**src/rtl/pcnu_pkg.sv**
```systemverilog
package pcnu_pkg;

    typedef enum logic [2:0] {
        SRC_INC  = 3'd0,
        SRC_SKIP = 3'd1,
        SRC_LBW  = 3'd2,
        SRC_JMP  = 3'd3,
        SRC_CALL = 3'd4,
        SRC_RET  = 3'd5,
        SRC_RSV6 = 3'd6,
        SRC_RSV7 = 3'd7
    } src_e;

endpackage

```
**src/rtl/pcnu_vec_gen.sv**
```systemverilog
module pcnu_vec_gen #(
    parameter int PC_W      = 13,
    parameter int SEL_W     = 2,
    parameter int STRIDE_SH = 2
) (
    input  logic [SEL_W-1:0] irq_sel,
    output logic [PC_W-1:0]  vec
);
    logic [PC_W-1:0] idx;

    always_comb begin
        idx = PC_W'(irq_sel) + PC_W'(1);
        vec = idx << STRIDE_SH;
    end
endmodule

```
**src/rtl/pcnu_src_mux.sv**
```systemverilog
module pcnu_src_mux
    import pcnu_pkg::*;
#(
    parameter int PC_W = 13,
    parameter int LB_W = 8
) (
    input  logic [PC_W-1:0] pc_cur,
    input  logic [2:0]      src_sel,
    input  logic [PC_W-1:0] tgt,
    input  logic [LB_W-1:0] lb_wdata,
    input  logic [PC_W-1:0] ret_addr,
    output logic [PC_W-1:0] pc_exe,
    output logic            is_call
);
    src_e src;

    always_comb begin
        src     = src_e'(src_sel);
        is_call = 1'b0;
        unique case (src)
            SRC_SKIP: pc_exe = pc_cur + PC_W'(2);
            SRC_LBW:  pc_exe = {pc_cur[PC_W-1:LB_W], lb_wdata};
            SRC_JMP:  pc_exe = tgt;
            SRC_CALL: begin
                pc_exe  = tgt;
                is_call = 1'b1;
            end
            SRC_RET:  pc_exe = ret_addr;
            default:  pc_exe = pc_cur + PC_W'(1);
        endcase
    end
endmodule

```
**src/rtl/pc_next_unit.sv**
```systemverilog
module pc_next_unit #(
    parameter int       PC_W      = 13,
    parameter int       LB_W      = 8,
    parameter int       SEL_W     = 2,
    parameter int       STRIDE_SH = 2,
    parameter int       RA_W      = 8,
    parameter bit [7:0] PCL_ADDR  = 8'h06
) (
    input  logic             clk,
    input  logic             rst_n,
    input  logic             adv,
    input  logic             rst_req,
    input  logic             irq_req,
    input  logic [SEL_W-1:0] irq_sel,
    input  logic [2:0]       src_sel,
    input  logic [PC_W-1:0]  tgt,
    input  logic [LB_W-1:0]  lb_wdata,
    input  logic [PC_W-1:0]  ret_addr,
    input  logic [RA_W-1:0]  rd_addr,
    output logic [PC_W-1:0]  pc,
    output logic [LB_W-1:0]  rd_data,
    output logic [PC_W-1:0]  push_addr,
    output logic             push_en
);
    localparam logic [PC_W-1:0] RESET_VEC = '0;

    typedef struct packed {
        logic [PC_W-1:0] pc;
    } state_t;

    state_t          st_d, st_q;
    logic [PC_W-1:0] vec;
    logic [PC_W-1:0] pc_exe;
    logic            is_call;

    pcnu_vec_gen #(.PC_W(PC_W), .SEL_W(SEL_W), .STRIDE_SH(STRIDE_SH)) u_vec (
        .irq_sel (irq_sel),
        .vec     (vec)
    );

    pcnu_src_mux #(.PC_W(PC_W), .LB_W(LB_W)) u_mux (
        .pc_cur   (st_q.pc),
        .src_sel  (src_sel),
        .tgt      (tgt),
        .lb_wdata (lb_wdata),
        .ret_addr (ret_addr),
        .pc_exe   (pc_exe),
        .is_call  (is_call)
    );

    always_comb begin
        st_d      = st_q;
        push_en   = 1'b0;
        push_addr = st_q.pc + PC_W'(1);
        if (rst_req) begin
            st_d.pc = RESET_VEC;
        end else if (adv) begin
            if (irq_req) begin
                st_d.pc = vec;
                push_en = 1'b1;
            end else begin
                st_d.pc = pc_exe;
                push_en = is_call;
            end
        end
        pc      = st_q.pc;
        rd_data = (rd_addr == RA_W'(PCL_ADDR)) ? st_q.pc[LB_W-1:0] : '0;
    end

    always_ff @(posedge clk or negedge rst_n) begin
        if (!rst_n) st_q <= '{pc: RESET_VEC};
        else        st_q <= st_d;
    end
endmodule

```
**config.mk**
```make
export PLATFORM = sky130hd
export DESIGN_NAME = pc_next_unit
export DESIGN_NICKNAME = d
export VERILOG_FILES = /design/src/rtl/pcnu_pkg.sv /design/src/rtl/pcnu_vec_gen.sv /design/src/rtl/pcnu_src_mux.sv /design/src/rtl/pc_next_unit.sv
export SDC_FILE = /design/constraint.sdc
export NUM_CORES = 1
export LEC_CHECK = 0
export ABC_AREA = 1
export BUFFER_PORTS_ARGS = -buffer_cell sky130_fd_sc_hd__buf_4
export CELL_PAD_IN_SITES_DETAIL_PLACEMENT = 0
export CELL_PAD_IN_SITES_GLOBAL_PLACEMENT = 1
export CORE_MARGIN = 8
export CORE_UTILIZATION = 28
export DETAILED_ROUTE_END_ITERATION = 7
export GPL_TIMING_DRIVEN = 0
export HOLD_SLACK_MARGIN = 0.05
export PLACE_DENSITY_LB_ADDON = 0.2
export SYNTH_ARGS = -nofsm -noshare
export SYNTH_HDL_FRONTEND = slang
export SYNTH_SLANG_ARGS = --single-unit
```
**constraint.sdc**
```tcl
create_clock -name clk -period 2.1 [get_ports clk]
set_clock_uncertainty 0.15 [all_clocks]
set_input_delay 0.315 -clock clk [delete_from_list [all_inputs] [get_ports clk]]
set_output_delay 0.315 -clock clk [all_outputs]
set_load 0.02 [all_outputs]
```
==> metrics, run 1 <==
outcome completed; pin count of the biggest net entering global routing 14; Overflow after GRT 0; Hold Crit Endpoint pc[2]$_DFFE_PN0P_; Port Buffers 86; synth-to-layout area growth 53.5%; CTS Buf Count 3; boundary pin count 87; CP bufs+invs 2; Hold WC Path Type in -> reg; DR WL/cell 14.5 um; Yosys cell types 23; Die ar. 8490 um^2; commonest non-fill, non-tap cells in the layout 116 x nand2_1, 91 x buf_4, 43 x nand3_1, 35 x inv_1, 31 x nor2_1; fillers 637; CTS root buffer clkbuf_8; register clock-pin slew on the reported worst setup and hold paths 0.07 ns; drt first pass iters 4; count of clock tree sinks 13; worst reg2reg endpoint pc[3]$_DFFE_PN0P_; initial antenna violation count 0; CP max FO 8; synth warn 0; Nets 455; first-pass GRT wire length 11000 um; WL final 6840 um; vias per cell 4.69; # diodes 0; placed cell area 2360 um^2; CP cell instances ha_4 -> inv_1 -> nor2_2 -> nand3_1 -> nand2_1 -> nand2_1 -> buf_4; Hold Path Cell Cnt 4; Initial DRC Count 163; Die Wd 92.2 um; leakage power 1.38 nW; Worst-Margin Slew 0.688 ns; Row Count 27; R2R cell count 6; worst r2r src pc[1]$_DFFE_PN0P_; max-slew violations 0; TritonCTS clock tree done; delay-heaviest family, CP flip-flops; Cells after Synth 304; final design utilization 45.0%; cell area after synthesis 1620 um^2; Syn Nets 359; crit-path max cell delay 0.47 ns; Core ar. 5540 um^2; layout cells sized above 1 31.1%; Pwr Total 0.959 mW; min setup slack post-route 0.0769 ns; pwr/cell area 385 nW/um^2; Largest register FFs 13; Worst VDD drop 0.161 mV; maximum clock frequency 0.494 GHz; Crit Path Class reg -> out; routed vias 2210; maximum level of the CTS H-tree 1; Seq/Total Area, Yosys 20.0%; Clock Latency Late Sink 0.25 ns; GRT Util Overall 15.9%; max cap viols 0; Die Y 92.2 um; Setup-failing EPs final 0; Place WS 0.0840 ns; crit start category flop; crit path time final 2.02 ns; vias in the first global route 2249; DRC 0; gpl congestion 0.810; worst hold slack 0.207 ns; Initial Util 29.3%; Seq cells post-synth 13; r2r setup slk 0.31 ns; Req. time, crit path 1.63 ns; Final Cell Area 2490 um^2; Critical-path top delay cell dfrtp_2; arrival time at the worst endpoint 1.56 ns; CTS Buffer Depth 2; DP HPWL 5550 um; Tcrit/Tclk final 96.3%; cell mode on critical path nand2_1; most common cell after layout, fill and taps aside nand2_1; CP Capture Type output port; syn avg cell area 5.34 um^2; min-delay src irq_sel[0]; Fin. Hold Viols 0; Max-slew headroom 53.7%; Post-DRT Antenna Nets 0
-- cell usage after synthesis, drive strengths merged --
master    n  area [um^2]
nand2   119          454
or2       2         12.5
nor2     37          159
a21oi    13         65.1
nand4     9         56.3
buf       5         27.5
xor2      2         17.5
clkinv    1         3.75
nand3    45          230
inv      40          150
o22ai     1         6.26
o21ai    13         72.6
ha        3         37.5
nor4      1         6.26
dfrtp    13          325
-- cells by family after synthesis --
family	synth area share [%]
xor+xnor	1.08
compound gates	8.86
simple gates	56.5
flops	20.0
fa+ha+maj	2.31
buf+inv	11.2
-- worst min-delay path: cells and delay by family --
| kind | cells | cell delay (ns) |
|---|---|---|
| AND/OR/NAND/NOR | 2 | 0.11 |
| AO/OA/AOI/OAI | 1 | 0.06 |
| buffers and inverters | 1 | 0.09 |
-- metal layers --
| metal | vias to the layer above | wire [um] | part of all wire (%) | track usage (%) |
|---|---|---|---|---|
| met4 | 0 | 65 | 0.95 | 3.89 |
| met3 | 5 | 585 | 8.5 | 4.56 |
| li1 | 1159 | - | - | - |
| met5 | - | 0 | 0 | 0 |
| met1 | 966 | 3170 | 46 | 19.4 |
| met2 | 80 | 3020 | 44 | 26.6 |
-- metrics by stage --
| step | std cells | setup TNS [ns] |
|---|---|---|
| after CTS | 469 | 0 |
| final | 471 | 0 |
| after detailed placement | 462 | 0 |
| after floorplan | 304 | 0 |
| after global routing | 471 | -0.0111 |
| after global placement | 462 | 0 |
-- worst max path at each step --
stage | end | start | slack [ns] | depth (start not counted)
final | push_addr[12] | pc[0]$_DFFE_PN0P_ | 0.08 | 7
after global routing | push_addr[9] | pc[1]$_DFFE_PN0P_ | -0.01 | 8
after CTS | push_addr[12] | pc[0]$_DFFE_PN0P_ | 0.02 | 7
after detailed placement | push_addr[12] | pc[0]$_DFFE_PN0P_ | 0.08 | 7
after global placement | push_addr[12] | pc[0]$_DFFE_PN0P_ | 0.09 | 7
after floorplan | pc[5]$_DFFE_PN0P_ | pc[2]$_DFFE_PN0P_ | 0.23 | 10
-- where the power goes --
group,switching (mW),total [mW],internal [mW]
Clock,0.110,0.245,0.135
Combinational,0.233,0.417,0.183
Sequential,0.0289,0.297,0.268
Total,0.372,0.959,0.586
-- timing repair --
action,4_1_cts,5_1_grt
hold buffers,1,0
resized for setup,7,7
endpoints found under the setup margin,10,8
pin swaps,1,2
buffers inserted,2,2
endpoints found under the hold margin,13,0
-- cell type report --
cell class                      count  area (um^2)  share of cell area (%)
Inverter                           41          154                    6.17
Tap cell                           72         90.1                    3.61
Sequential cell                    13          330                    13.3
Clock buffer                        4         45.0                    1.81
Timing Repair Buffer               91          686                    27.5
Multi-Input combinational cell    245         1160                    46.4
Buffer                              5         30.0                    1.20
Note: power is estimated with default switching activity, not from simulation.
==> run 2: changes to the inputs <==
- ABC_AREA: 1 -> default
- BUFFER_PORTS_ARGS: -buffer_cell sky130_fd_sc_hd__buf_4 -> default
- CORE_UTILIZATION: 28 -> 43
- DONT_BUFFER_PORTS: default -> 1
==> metrics, run 2 <==
Crit Path Class reg -> out; Initial DRC Count 141; Initial Util 43.7%; synth warn 0; CP cell instances ha_4 -> nand3_4 -> buf_4 -> nor2_4 -> xor2_4; Req. time, crit path 1.63 ns; outcome finished with violations; Die ar. 6210 um^2; Die Wd 78.8 um; Yosys top cell area share 19.2%; Core ar. 3880 um^2; Cells after Synth 232; layout cells sized above 1 27.9%; Seq cells post-synth 13; leakage power 0.877 nW; gpl congestion 0.852; GRT Util Overall 20.0%; Fin. Hold Viols 0; # diodes 0; Critical-path top delay cell dfrtp_2; most common library cells after synthesis 21 x nand2_1, 21 x nor2_1, 15 x a21oi_1; drt first pass iters 4; Row Count 23; commonest non-fill, non-tap cells in the layout 19 x nand2_1, 19 x nor2_1, 14 x a21oi_1, 12 x buf_4; Final Cell Area 2220 um^2; TritonCTS clock tree done; CTS Buf Count 3; synth-to-layout area growth 30.6%; Worst-Margin Slew 1.01 ns; count of clock tree sinks 13; maximum clock frequency 0.453 GHz; Clock Latency Late Sink 0.25 ns; pwr/cell area 375 nW/um^2; failing checks negative setup slack; worst hold slack 0.126 ns; Hold WC Path Type in -> reg; Worst VDD drop 0.203 mV; DR WL/cell 21.6 um; boundary pin count 87; pin count of the biggest net entering global routing 14; crit start category flop; min setup slack post-route -0.105 ns; Post-DRT Antenna Nets 0; Syn Nets 287; Yosys top cell by area dfrtp_1; vias per cell 6.29; WL final 6410 um; vias in the first global route 1840; arrival time at the worst endpoint 1.74 ns; Yosys cell types 54; initial antenna violation count 0; max-slew violations 0; CP max FO 8; Port Buffers 0; Overflow after GRT 0; Largest register FFs 13; DRC 0; register clock-pin slew on the reported worst setup and hold paths 0.07 ns; Max-slew headroom 32.2%; Seq/Total Area, Yosys 19.2%; ys flop type dfrtp_1; Setup-failing EPs final 9; CTS Buffer Depth 2; CTS root buffer clkbuf_8; Tcrit/Tclk final 105%; crit-path max cell delay 0.55 ns; CP Capture Type output port; RSZ-0062 raised after global routing true; syn avg cell area 7.32 um^2; DP HPWL 4690 um; first-pass GRT wire length 10100 um; CP bufs+invs 1; top post-synthesis cells by area dfrtp_1 19%, xor2_1 5.7%, nand2_1 4.6%; maximum level of the CTS H-tree 1; routed vias 1869; final design utilization 57.1%; cell area after synthesis 1700 um^2; delay-heaviest family, CP flip-flops; placed cell area 1780 um^2; number of enable flip-flop cells after synthesis 0; max cap viols 0; FFs w/ async S/R, synth 100%; Die Y 78.8 um; Place WS -0.282 ns; crit path time final 2.21 ns; Pwr Total 0.832 mW; Nets 303
-- run 2: kinds of logic after synthesis --
logic type | Yosys count | synth area share (%)
flip-flops | 13 | 19.2
XOR/XNOR | 15 | 7.74
AO/OA/AOI/OAI | 70 | 28.0
AND/OR/NAND/NOR | 96 | 29.8
adder cells (fa/ha/maj) | 3 | 2.21
multiplexers | 10 | 6.48
buffers and inverters | 25 | 6.63
-- run 2: where the power goes --
group / total (mW) / switching, mW / internal [mW]
combinational: 0.287 / 0.176 / 0.111
sequential: 0.299 / 0.0352 / 0.264
clock: 0.245 / 0.111 / 0.135
total: 0.832 / 0.322 / 0.510
-- run 2: path summary, 6_finish.rpt --
check,startpoint,end,slack (ns),cells after the start
worst max register to register,pc[1]$_DFFE_PN0P_,pc[3]$_DFFE_PN0P_,-0.03,7
worst min register to register,pc[9]$_DFFE_PN0P_,pc[9]$_DFFE_PN0P_,0.55,2
worst max-delay path,pc[1]$_DFFE_PN0P_,push_addr[6],-0.11,5
worst min-delay path,irq_sel[0],pc[2]$_DFFE_PN0P_,0.13,3
min in group asynchronous,rst_n,pc[10]$_DFFE_PN0P_,0.40,1
max in group asynchronous,rst_n,pc[0]$_DFFE_PN0P_,0.91,1
-- run 2: layer usage --
metal | share of wire [%] | vias to the layer above | routed length [um] | global-route usage, %
met5 | 0 | - | 0 | 0
met2 | 47 | 81 | 3030 | 31.7
met4 | 1.3 | 0 | 85 | 5.93
met1 | 43 | 892 | 2770 | 26.9
li1 | - | 889 | - | -
met3 | 8.3 | 7 | 530 | 3.61
-- run 2: through the flow --
step | TNS, ns | cells
2_1_floorplan | 0 | 232
3_3_place_gp | -3.10 | 282
3_5_place_dp | -3.18 | 282
4_1_cts | -0.473 | 294
5_1_grt | -1.32 | 297
6_report | -0.597 | 297
-- run 2: what timing repair did --
action                                  in CTS  in global routing
buffers inserted                             7                  4
endpoints found under the setup margin      20                 18
pin swaps                                   12                  8
gates resized for setup                     52                 12
hold buffers                                 1                  0
endpoints found under the hold margin       13                  0
-- run 2: layout make-up --
class | count | area (um^2)
clock buffer | 4 | 45.0
timing repair buffer | 12 | 96.3
tap | 50 | 62.6
sequential | 13 | 337
inverter | 4 | 15.0
buffer | 20 | 131
fill | 389 | 1670
multi-input combinational | 194 | 1530
-- run 2: worst reg2reg max path, delay by kind of cell (launching register included) --
family / cells / cell delay [ns]
flops: 1 / 0.53
compound gates: 4 / 0.76
buf+inv: 1 / 0.14
fa+ha+maj: 1 / 0.23
xor+xnor: 1 / 0.18
==> run 3: changes to the inputs <==
- CORE_MARGIN: 8 -> 5
- CORE_UTILIZATION: 43 -> 32
==> metrics, run 3 (synthesized netlist as in run 2, its figures left out) <==
leakage power 0.897 nW; pin count of the biggest net entering global routing 14; Hold Path Cell Cnt 3; P_sw 0.323 mW; routed vias 1892; Hold WC Path Type in -> reg; Row Count 26; arrival time at the worst endpoint 1.76 ns; DRC 0; outcome finished with violations; Initial Util 33.0%; Tcrit/Tclk final 106%; gpl congestion 0.796; boundary pin count 87; Port Buffers 0; min setup slack post-route -0.122 ns; Crit Path Class reg -> out; Nets 301; layout cells sized above 1 27.3%; Flop pwr share 36.1%; CTS root buffer clkbuf_8; vias in the first global route 1940; # diodes 0; Fin. Hold Viols 0; Die ar. 6860 um^2; CP max FO 7; TritonCTS clock tree done; Die Wd 82.8 um; initial antenna violation count 0; Place WS -0.372 ns; CTS Buffer Depth 2; CTS Buf Count 3; switching part of the total 38.9%; worst reg2reg endpoint pc[3]$_DFFE_PN0P_; vias per cell 6.01; synth-to-layout area growth 33.0%; pwr/cell area 368 nW/um^2; Max-slew headroom 40.7%; Initial DRC Count 76; worst hold slack 0.139 ns; CP Capture Type output port; Post-DRT Antenna Nets 0; maximum level of the CTS H-tree 1; Largest register FFs 13; Clock Latency Late Sink 0.25 ns; count of clock tree sinks 13; DR WL/cell 21.1 um; worst r2r src pc[2]$_DFFE_PN0P_; Final Cell Area 2260 um^2; Hold Crit Endpoint pc[2]$_DFFE_PN0P_; crit start category flop; Setup-failing EPs final 8; Req. time, crit path 1.63 ns; min-delay src irq_sel[0]; failing checks negative setup slack; Core ar. 5140 um^2; drt first pass iters 4; Worst-Margin Slew 0.890 ns; Pwr Total 0.832 mW; GRT Util Overall 18.5%; first-pass GRT wire length 10400 um; R2R cell count 7; Overflow after GRT 0; Int Pwr 0.509 mW; WL final 6660 um; max cap viols 0; RSZ-0062 raised after global routing true; r2r setup slk 0 ns; placed cell area 1800 um^2; crit path time final 2.22 ns; most common cell after layout, fill and taps aside nand2_1; Die Y 82.8 um; register clock-pin slew on the reported worst setup and hold paths 0.06 ns; combinational share of power 34.8%; Worst VDD drop 0.239 mV; max-slew violations 0; commonest non-fill, non-tap cells in the layout 19 x nand2_1, 18 x nor2_1, 14 x a21oi_1; Clk pwr share 29.1%; DP HPWL 4910 um; maximum clock frequency 0.450 GHz
-- run 3: worst max path at each step --
stage	cells after the start	slack [ns]	to	from
after floorplan	4	0.04	push_addr[11]	pc[4]$_DFFE_PN0P_
after global placement	6	-0.37	pc[6]$_DFFE_PN0P_	pc[3]$_DFFE_PN0P_
after detailed placement	6	-0.37	pc[5]$_DFFE_PN0P_	pc[2]$_DFFE_PN0P_
after CTS	4	-0.16	push_addr[12]	pc[1]$_DFFE_PN0P_
after global routing	4	-0.24	push_addr[12]	pc[1]$_DFFE_PN0P_
final	4	-0.12	push_addr[12]	pc[1]$_DFFE_PN0P_
-- run 3: what timing repair did --
action,in CTS,in global routing
buffers inserted,5,3
pin swaps,8,12
hold buffers,1,0
gates resized for setup,37,32
gates cloned,0,1
endpoints found under the hold margin,13,0
setup endpoints to repair,20,21
-- run 3: layout make-up --
| class | count | area (um^2) |
|---|---|---|
| Buffer | 20 | 136 |
| Clock buffer | 4 | 45.0 |
| Fill cell | 553 | 2880 |
| Inverter | 4 | 15.0 |
| Multi-Input combinational cell | 195 | 1570 |
| Sequential cell | 13 | 335 |
| Tap cell | 70 | 87.6 |
| Timing Repair Buffer | 9 | 70.1 |
-- run 3: worst max-delay path, stage by stage, from the launching register on --
cell,delay [ns]
dfrtp_2,0.54
ha_4,0.20
nand3_4,0.14
nor4_4,0.30
xor2_2,0.33
-- run 3: stage by stage --
| stage | util, % | cells | setup TNS, ns |
|---|---|---|---|
| 2_1_floorplan | - | 232 | 0 |
| 3_3_place_gp | 35.1 | 302 | -4.93 |
| 3_5_place_dp | 35.1 | 302 | -5.01 |
| 4_1_cts | 40.1 | 312 | -1.06 |
| 5_1_grt | 43.9 | 315 | -1.41 |
| 6_report | 43.9 | 315 | -0.497 |
-- run 3: power groups by stage --
stage | combinational [mW] | sequential [mW] | clock (mW)
after floorplan | 0.189 | 0.294 | 0
after global placement | 0.244 | 0.301 | 0
after detailed placement | 0.245 | 0.300 | 0
after CTS | 0.268 | 0.300 | 0.246
after global routing | 0.316 | 0.303 | 0.255
final | 0.290 | 0.301 | 0.242
-- run 3: layer usage --
| metal | wire, um | track usage [%] | vias up |
|---|---|---|---|
| li1 | - | - | 887 |
| met1 | 2820 | 22.6 | 919 |
| met2 | 3210 | 30.6 | 73 |
| met3 | 520 | 6.93 | 13 |
| met4 | 112 | 4.75 | 0 |
| met5 | 0 | 0 | - |
